==> src/rtl/fuse_rd_pkg.sv <==
package fuse_rd_pkg;
  localparam int CB_CSN  = 0;
  localparam int CB_STB  = 1;
  localparam int CB_LOAD = 2;
  localparam int CB_PGMN = 3;
  localparam int CB_PDN  = 5;
  localparam int CB_SNS  = 7;
  localparam int CB_TSEL = 9;
  localparam int CA_LSB  = 16;
  localparam int CA_W    = 10;
  localparam int WORD_BYTES = 4;

  localparam logic [31:0] CTRL_OFF  = (32'(1) << CB_PDN) | (32'(1) << CB_CSN);
  localparam logic [31:0] CTRL_READ = (32'(1) << CB_LOAD) | (32'(1) << CB_PGMN) |
                                      (32'(1) << CB_TSEL) | (32'(1) << CB_SNS);
  localparam logic [31:0] CTRL_STB  = 32'(1) << CB_STB;

  typedef enum logic [2:0] {
    S_IDLE, S_ENTER, S_STRB, S_EMIT, S_RECOV
  } seq_state_e;
endpackage

==> src/rtl/fuse_rd_delay.sv <==
module fuse_rd_delay #(
  parameter int CYCLES = 100
) (
  input  logic clk,
  input  logic rst,
  input  logic kick,
  output logic elapsed
);
  localparam int CW = $clog2(CYCLES + 1);

  logic [CW-1:0] cnt;
  logic          run;

  always_ff @(posedge clk) begin
    if (rst) begin
      run <= 1'b0;
      cnt <= '0;
    end else if (kick) begin
      run <= 1'b1;
      cnt <= CW'(CYCLES - 1);
    end else if (run) begin
      if (cnt == '0) run <= 1'b0;
      else           cnt <= cnt - 1'b1;
    end
  end

  assign elapsed = run && (cnt == '0);


  wait_len_chk: assert property (@(posedge clk) disable iff (rst)
    kick |=> (run && cnt == CW'(CYCLES - 1)));
endmodule

==> src/rtl/fuse_rd_span.sv <==
module fuse_rd_span #(
  parameter int OFF_W = 8,
  parameter int WORDS = 32
) (
  input  logic [OFF_W-1:0] off,
  input  logic [OFF_W-1:0] cnt,
  output logic             ok,
  output logic [OFF_W-1:0] first_w,
  output logic [OFF_W-1:0] end_w,
  output logic [1:0]       lane0
);
  localparam int TOTAL = WORDS * fuse_rd_pkg::WORD_BYTES;

  logic [OFF_W:0]   sum;
  logic [OFF_W+1:0] up;

  always_comb begin
    sum     = {1'b0, off} + {1'b0, cnt};
    up      = {1'b0, sum} + (OFF_W+2)'(3);
    ok      = (cnt != '0) && (sum <= (OFF_W+1)'(TOTAL));
    first_w = off >> 2;
    end_w   = up[OFF_W+1:2];
    lane0   = off[1:0];
  end
endmodule

==> src/rtl/fuse_rd_lane.sv <==
module fuse_rd_lane (
  input  logic [31:0] word,
  input  logic [1:0]  lane,
  output logic [7:0]  byte_o
);
  assign byte_o = word[8*lane +: 8];
endmodule

==> src/rtl/fuse_rd_seq.sv <==
module fuse_rd_seq #(
  parameter int CLK_HZ = 100_000_000,
  parameter int WORDS  = 32,
  parameter int OFF_W  = 8
) (
  input  logic             clk,
  input  logic             rst,
  input  logic             start,
  input  logic [OFF_W-1:0] offset,
  input  logic [OFF_W-1:0] len,
  output logic             busy,
  output logic             done,
  output logic             err,
  output logic [31:0]      fuse_ctrl,
  input  logic [31:0]      fuse_dout,
  output logic [7:0]       out_data,
  output logic             out_valid,
  input  logic             out_ready,
  output logic             out_last
);
  import fuse_rd_pkg::*;

  localparam int WAIT = (CLK_HZ + 999_999) / 1_000_000;

  seq_state_e       st;
  logic [31:0]      ctrl_q, word_q;
  logic [OFF_W-1:0] word_idx, end_q, remain;
  logic [1:0]       lane_q;
  logic             span_ok, tmr_el, kick, emit_end;
  logic [OFF_W-1:0] span_first, span_end;
  logic [1:0]       span_lane;
  logic [7:0]       cap_byte, nxt_byte;

  function automatic logic [31:0] addr_word(input logic [OFF_W-1:0] w);
    return CTRL_READ | (32'(CA_W'(w)) << CA_LSB);
  endfunction

  fuse_rd_span #(.OFF_W(OFF_W), .WORDS(WORDS)) span_i (
    .off(offset), .cnt(len), .ok(span_ok),
    .first_w(span_first), .end_w(span_end), .lane0(span_lane)
  );

  fuse_rd_delay #(.CYCLES(WAIT)) dly_i (
    .clk(clk), .rst(rst), .kick(kick), .elapsed(tmr_el)
  );

  fuse_rd_lane cap_lane_i (.word(fuse_dout), .lane(lane_q),        .byte_o(cap_byte));
  fuse_rd_lane nxt_lane_i (.word(word_q),    .lane(lane_q + 2'd1), .byte_o(nxt_byte));

  assign emit_end = (remain == OFF_W'(1)) || (lane_q == 2'd3);

  always_comb begin
    kick = 1'b0;
    case (st)
      S_IDLE:  kick = start && span_ok;
      S_ENTER: kick = tmr_el;
      S_EMIT:  kick = out_ready && emit_end;
      S_RECOV: kick = tmr_el && (remain != '0);
      default: kick = 1'b0;
    endcase
  end

  always_ff @(posedge clk) begin
    if (rst) begin
      st        <= S_IDLE;
      ctrl_q    <= CTRL_OFF;
      word_q    <= '0;
      word_idx  <= '0;
      end_q     <= '0;
      remain    <= '0;
      lane_q    <= '0;
      busy      <= 1'b0;
      done      <= 1'b0;
      err       <= 1'b0;
      out_data  <= '0;
      out_valid <= 1'b0;
      out_last  <= 1'b0;
    end else begin
      done <= 1'b0;
      err  <= 1'b0;
      case (st)
        S_IDLE: if (start) begin
          if (!span_ok) begin
            done <= 1'b1;
            err  <= 1'b1;
          end else begin
            busy     <= 1'b1;
            ctrl_q   <= CTRL_READ;
            word_idx <= span_first;
            end_q    <= span_end;
            lane_q   <= span_lane;
            remain   <= len;
            st       <= S_ENTER;
          end
        end
        S_ENTER: if (tmr_el) begin
          ctrl_q <= addr_word(word_idx) | CTRL_STB;
          st     <= S_STRB;
        end
        S_STRB: if (tmr_el) begin
          word_q    <= fuse_dout;
          ctrl_q    <= addr_word(word_idx);
          out_valid <= 1'b1;
          out_data  <= cap_byte;
          out_last  <= (remain == OFF_W'(1));
          st        <= S_EMIT;
        end
        S_EMIT: if (out_ready) begin
          remain <= remain - 1'b1;
          if (emit_end) begin
            out_valid <= 1'b0;
            out_last  <= 1'b0;
            lane_q    <= '0;
            word_idx  <= word_idx + 1'b1;
            st        <= S_RECOV;
          end else begin
            lane_q   <= lane_q + 2'd1;
            out_data <= nxt_byte;
            out_last <= (remain == OFF_W'(2));
          end
        end
        S_RECOV: if (tmr_el) begin
          if (remain == '0) begin
            ctrl_q <= CTRL_OFF;
            done   <= 1'b1;
            busy   <= 1'b0;
            st     <= S_IDLE;
          end else begin
            ctrl_q <= addr_word(word_idx) | CTRL_STB;
            st     <= S_STRB;
          end
        end
        default: st <= S_IDLE;
      endcase
    end
  end

  assign fuse_ctrl = ctrl_q;


  ctrl_hold_chk: assert property (@(posedge clk) disable iff (rst)
    (out_valid && !out_ready) |=> $stable(fuse_ctrl));

  last_valid_chk: assert property (@(posedge clk) disable iff (rst)
    out_last |-> out_valid);

  done_pd_chk: assert property (@(posedge clk) disable iff (rst)
    done |-> (fuse_ctrl == CTRL_OFF && !out_valid));

  end_match_chk: assert property (@(posedge clk) disable iff (rst)
    (st == S_RECOV) |-> ((remain == '0) == (word_idx == end_q)));

  stb_mode_chk: assert property (@(posedge clk) disable iff (rst)
    fuse_ctrl[CB_STB] |-> (fuse_ctrl[CB_LOAD] && !fuse_ctrl[CB_PDN]));

  busy_done_chk: assert property (@(posedge clk) disable iff (rst)
    done |-> !busy);
endmodule

==> config.mk <==
export PLATFORM = sky130hd
export DESIGN_NAME = fuse_rd_seq
export DESIGN_NICKNAME = d
export VERILOG_FILES = /design/src/rtl/fuse_rd_pkg.sv /design/src/rtl/fuse_rd_delay.sv /design/src/rtl/fuse_rd_span.sv /design/src/rtl/fuse_rd_lane.sv /design/src/rtl/fuse_rd_seq.sv
export SDC_FILE = /design/constraint.sdc
export NUM_CORES = 1
export LEC_CHECK = 0
export ABC_AREA = 1
export BUFFER_PORTS_ARGS = -buffer_cell sky130_fd_sc_hd__buf_2
export CAP_MARGIN = 20
export CORE_MARGIN = 10
export CORE_UTILIZATION = 45
export CTS_CLUSTER_DIAMETER = 80
export CTS_CLUSTER_SIZE = 10
export DETAILED_ROUTE_END_ITERATION = 6
export PLACE_DENSITY_LB_ADDON = 0.1
export SKIP_LAST_GASP = 1
export SLEW_MARGIN = 10
export SYNTH_ARGS = -nofsm -noshare
export SYNTH_HDL_FRONTEND = slang
export SYNTH_SLANG_ARGS = --single-unit
==> constraint.sdc <==
create_clock -name clk -period 5.6 [get_ports clk]
set_clock_uncertainty 0.15 [all_clocks]
set_input_delay 1.12 -clock clk [delete_from_list [all_inputs] [get_ports clk]]
set_output_delay 1.12 -clock clk [all_outputs]
set_load 0.05 [all_outputs]
### Word level (Yosys, flattened, before mapping)

Cells that the tools add are included.

| storage, ports and cells | value |
|---|---|
| memories | 0 |
| RAM bits | 0 |
| logic and storage cells | 130 |
| register bits after elaboration | 106 |
| output and inout port bits | 45 |
| latch bits | 0 |
| ROM bits | 0 |
| input port bits | 52 |

| operators by class | value |
|---|---|
| magnitude comparators | 1 |
| equal/unequal tests | 17 |
| $mul | 0 |
| multiplexer cells | 59 |
| div/mod/pow operators | 0 |
| reduce and logical (&&, ||, !) cells | 29 |
| shift operators | 2 |
| add/subtract/negate cells | 5 |
| bitwise operators | 2 |

Operators with widths:

| operator | count |
|---|---|
| two-way mux 32 bit | 5 |
| case mux 32 bit (4 select lines) | 1 |
| two-way mux 8 bit | 10 |
| indexed part select 32 x 6 -> 8 bit | 2 |
| case mux 8 bit (2 select lines) | 3 |
| two-way mux 24 bit | 1 |
| two-way mux 3 bit | 7 |
| two-way mux 7 bit | 3 |
| inequality test 2 bit (second input constant) | 9 |
| two-way mux 1 bit | 17 |
| nonzero test 8 bit | 2 |
| case mux 3 bit (5 select lines) | 1 |
| AND reduction 4 bit | 3 |
| two-way mux 2 bit | 5 |
| AND reduction 5 bit | 2 |
| adder 8 x 8 -> 9 bit | 1 |
| less-or-equal comparator 9 x 8 -> 1 bit (second input constant) | 1 |
| adder 8 x 1 -> 8 bit (second input constant) | 1 |
| equality test 8 x 1 -> 1 bit (second input constant) | 1 |
| equality test 8 x 2 -> 1 bit (second input constant) | 1 |
| logical NOT 8 bit | 1 |
| case mux 1 bit (2 select lines) | 4 |
| nonzero test 2 bit | 4 |
| subtractor 8 x 1 -> 8 bit (second input constant) | 1 |
| 20 further kinds | 29 |

### Logic depth before layout (Yosys ltp)

| logic depth | value |
|---|---|
| word-level depth | 7 |
| mapped depth | 19 |

### Modules after synthesis

From an unflattened synthesis, not the netlist that was laid out.

| unflattened totals | value |
|---|---|
| cell total of the unflattened synthesis | 979 |
| area total of the unflattened synthesis | 5,944.5 um2 |

By module, submodules not included:

| module | area an instance (um2) | cells each | times used |
|---|---|---|---|
| fuse_rd_seq | 3,983.8 | 609 | 1 |
| fuse_rd_lane | 395.4 | 94 | 2 |
| fuse_rd_span | 668.1 | 113 | 1 |
| fuse_rd_delay | 501.7 | 69 | 1 |

### Worst setup path before layout

Ideal clock, no wire load.

| timing | value |
|---|---|
| kind | input to register |
| from | in offset[0] |
| to | reg ctrl_q[22] (netlist: fuse_ctrl[22]) |
| data required time | 5,336 ps |
| slack | 2,385 ps |
| cell stages on the path | 16 |
| arrival time | 2,950 ps |
| setup time | 114 ps |
| buffers on the path | 1 |
| cells stage by stage | ha_1 fa_1 or2_1 nor2_1 nand3_1 nor2_1 nand3_1 nand2_2 nand3_4 nand2_8 nand2_4 inv_2 buf_6 nand2_1 nand2_1 nor2_1 |

| between the ends | value |
|---|---|
| longest elaborated chain between the ends | 5 |

RTL lines:

| what | RTL line | source |
|---|---|---|
| start: declaration | fuse_rd_seq.sv:9 | `input logic [OFF_W-1:0] offset,` |
| adder 8 x 8 -> 9 bit | fuse_rd_span.sv:18 | `sum = {1'b0, off} + {1'b0, cnt};` |
| less-or-equal comparator 9 x 8 -> 1 bit | fuse_rd_span.sv:20 | `ok = (cnt != '0) && (sum <= (OFF_W+1)'(TOTAL));` |
| logical AND 1 bit | fuse_rd_span.sv:20 |  |
| inequality test 2 bit (no source line) | - |  |
| AND reduction 6 bit (no source line) | - |  |
| end signal: assignment | fuse_rd_seq.sv:97 | `ctrl_q <= addr_word(word_idx) \| CTRL_STB;` |
| end signal: assignment | fuse_rd_seq.sv:102 | `ctrl_q <= addr_word(word_idx);` |
| end signal: assignment | fuse_rd_seq.sv:129 | `ctrl_q <= addr_word(word_idx) \| CTRL_STB;` |
| end: declaration | fuse_rd_seq.sv:26 | `logic [31:0] ctrl_q, word_q;` |

No other way between the ends.
A chain may end at the register's enable or synchronous reset.

### Worst setup path in the final report

| timing | value |
|---|---|
| from | in offset[0] |
| to | reg dly_i.cnt[2] |

| between the ends | value |
|---|---|
| longest elaborated chain between the ends | 6 |

RTL lines:

| what | RTL line | source |
|---|---|---|
| adder 8 x 8 -> 9 bit | fuse_rd_span.sv:18 |  |
| less-or-equal comparator 9 x 8 -> 1 bit | fuse_rd_span.sv:20 |  |
| logical AND 1 bit | fuse_rd_span.sv:20 |  |
| logical AND 1 bit | fuse_rd_seq.sv:55 | `S_IDLE: kick = start && span_ok;` |
| case mux 1 bit (4 select lines) | fuse_rd_seq.sv:54 | `case (st)` |
| OR reduction 2 bit (no source line) | - |  |
| end signal: assignment | fuse_rd_delay.sv:20 | `cnt <= CW'(CYCLES - 1);` |
| end signal: assignment | fuse_rd_delay.sv:23 | `else cnt <= cnt - 1'b1;` |
| end: declaration | fuse_rd_delay.sv:11 | `logic [CW-1:0] cnt;` |

No other way between the ends.

==> metrics <==
status=finished, final reports clean; Max Clk Rate=between 0.3 and 0.4 GHz; Int Pwr=around 1300 µW; fin crit period=approximately 3 ns; Hold Vio Cnt, Final=0; Post-Route WL=roughly 13 mm; Synth Register Bits=between 80 and 90; Total Die Area=between 15000 and 20000 µm²; ys flop type=dfxtp_1; starting density of the core=0.459; post-CTS sizing=0; CP max FO=10; Power per Cell Area=487 nW/µm²; Post-synth EDFFs=0; Ports=between 90 and 100; routability congestion estimate=around 0.85; period utilisation layout=0.549; first-pass GRT wire length=between 20 and 25 mm; vias in the first global route=4539; M1 wire length=between 6 and 7 mm; clock share of power=0.147; Met3 Routed Length=~730 µm; DR WL/cell=between 10 and 15 µm; count leader, synth=nor2_1; synthesized netlist cell count=approximately 740; Post-CTS Setup Bufs=0; Num CTS Buffers=9; gr ovfl total=0; port bufs=79; Area Growth Syn to Fin=11.3%; Slew @ Worst Pin=0.917 ns; via density per instance=slightly above 5; setup TNS=0 ns; uppermost layer routed=met4; synthesized cell area=around 5000 µm²; worst hold path type=reg2reg; unrepaired setup endpoints after global routing=false; Worst setup EP type=flop; share of cells above drive strength 1=0.163; # setup viols final=0; Post-DP Area=approximately 5300 µm²; Rows=38; via count=about 4800; Post-synth top cells=155 x nor2_1, 138 x nand2_1, 91 x o21ai_0; Total Power=2680 µW; Sequential Power Share=0.317; clock slew seen by the registers of the worst setup and hold paths=around 0.080 ns; post-DP HPWL=9.90 mm; crit path DAT=between 3 and 4 ns; combinational share of power=0.536; post-synth top area share=0.343; register area share after synthesis=0.343; clk_lat worst skew=between 0.3 and 0.4 ns; DIE HEIGHT=roughly 120 µm; TritonCTS clock tree=yes; fraction of registers with async set/reset=0; core area=around 11000 µm²; Slew HR=0.388; Pre-Repair DR Iteration Count=5; Psw=1360 µW; Die Wd=125 µm; CTS H-tree depth=3; crit path launch type=input port; final instance area=around 5500 µm²; fin nets=a little under 900; Post-DRT Antenna Nets=0; post-route setup slack=2.52 ns; GRT Util Overall=0.167; DR WL met2=6.38 mm; maxcap violations=0; Setup Crit Path Kind=in2reg; synth top area cells=dfxtp_1 34%, nor2_1 12%, nand2_1 10%; switching portion of total power=0.505; worst-case clock buffer depth=2; leakage=about 0.0027 µW; hold_buf cts=0; largest net degree at the start of global routing=37; initial antenna violation count=0; Yosys warning total=0; Cell variety after synth=between 40 and 50; DRC Markers=0; Slew Viols, Final=0; syn_area_per_cell=6.66 µm²; Iter 0 DRT Violations=352; diodes inserted=0; clock root buffer master=clkbuf_8; clk sinks=85; pre-CTS setup slack=~2.1 ns; Critical Path RT=approximately 5.7 ns; Peak supply drop=~0.37 mV; area leader, netlist=dfxtp_1
## worst paths after layout
check             slack (ns)                         to  cells after the start                 startpoint
setup / recovery        2.52  dly_i.cnt[2]$_SDFFE_PP0P_                     14                  offset[0]
hold / removal          0.34     out_valid$_SDFFE_PP0P_                      2     out_valid$_SDFFE_PP0P_
setup reg to reg        2.87   out_data[1]$_SDFFE_PP0P_                     10  dly_i.cnt[0]$_SDFFE_PP0P_
hold reg to reg         0.34     out_valid$_SDFFE_PP0P_                      2     out_valid$_SDFFE_PP0P_
## cell type report
class	instances	area [µm²]
fillers	1133	5280
inverters	67	254
clock buffers	12	145
multi-input cells	556	2760
clock inverters	3	21.3
repair buffers	83	453
flip-flops and latches	85	1700
well taps	140	175
## stage by stage
| stage | hold slack (ns) | instances | util |
|---|---|---|---|
| 6_report | 0.339 | 946 | 0.511 |
| 5_1_grt | 0.363 | 946 | 0.511 |
| 4_1_cts | 0.338 | 945 | 0.510 |
| 3_5_place_dp | 0.319 | 930 | 0.494 |
| 3_3_place_gp | 0.313 | 929 | 0.492 |
| 2_1_floorplan | 0.305 | 760 | - |
## worst max-delay path: stages
cell,delay [ns]
buf_2,0.11
ha_1,0.23
fa_1,0.42
or2_1,0.23
nor2_1,0.11
nand3_1,0.08
nor2_1,0.08
nand3_1,0.08
nand2_2,0.09
nand3_4,0.09
nand2_8,0.12
nand3_1,0.19
nand3_1,0.19
nor2_1,0.06
## registers in the layout, indices dropped and copies added, names as in the netlist, 2 cells and up
register	cells
out_data	8
fuse_ctrl	11
word_idx	8
lane_q	2
word_q	32
dly_i.cnt	7
remain	8
st	3
## metal layers
metal | global-route usage | vias to the layer above
li1 | - | 2492
met1 | 0.204 | 2183
met2 | 0.277 | 105
met3 | 0.0494 | 13
met4 | 0.0495 | 0
met5 | 0 | -
## power by group through the flow
stage               Clock, µW  Sequential [µW]  Combinational, µW
CTS                       407              852               1450
floorplan                   0             1010               1030
finish                    394              851               1440
global route              437              872               1630
detailed placement          0              865               1440
global placement            0              860               1420
## layout by cell type, fill, tap and decap left out, types with 2 or more instances in the layout
cell and instances:
buf_4 2, nand2_1 138, nor2_4 3, inv_2 11, conb_1 17, a21oi_1 39, nand3_4 2, nand3_1 29
inv_1 54, ha_1 15, o21ai_2 2, clkbuf_1 2, nand2_2 3, buf_2 79, nor3_1 6, dfxtp_1 85
clkbuf_8 10, nand3b_1 2, nor2_1 155, o21ai_0 91, a31oi_1 3, nor2_2 5, a32oi_1 8, o221ai_1 8
xnor2_1 2, nand2_4 2, xor2_1 9, nand4_1 5
## logic make-up (layout without fill, tap and decap cells)
kind of cell | Yosys count | in the layout | share of synthesized area
adder cells (fa/ha/maj) | 16 | 16 | 0.0419
XOR/XNOR | 11 | 11 | 0.0194
flip-flops | 85 | 85 | 0.343
AO/OA/AOI/OAI | 157 | 157 | 0.176
buffers and inverters | 119 | 165 | 0.111
AND/OR/NAND/NOR | 355 | 355 | 0.307
other | 1 | 17 | 0.000757
Note: power is estimated with default switching activity, not from simulation.
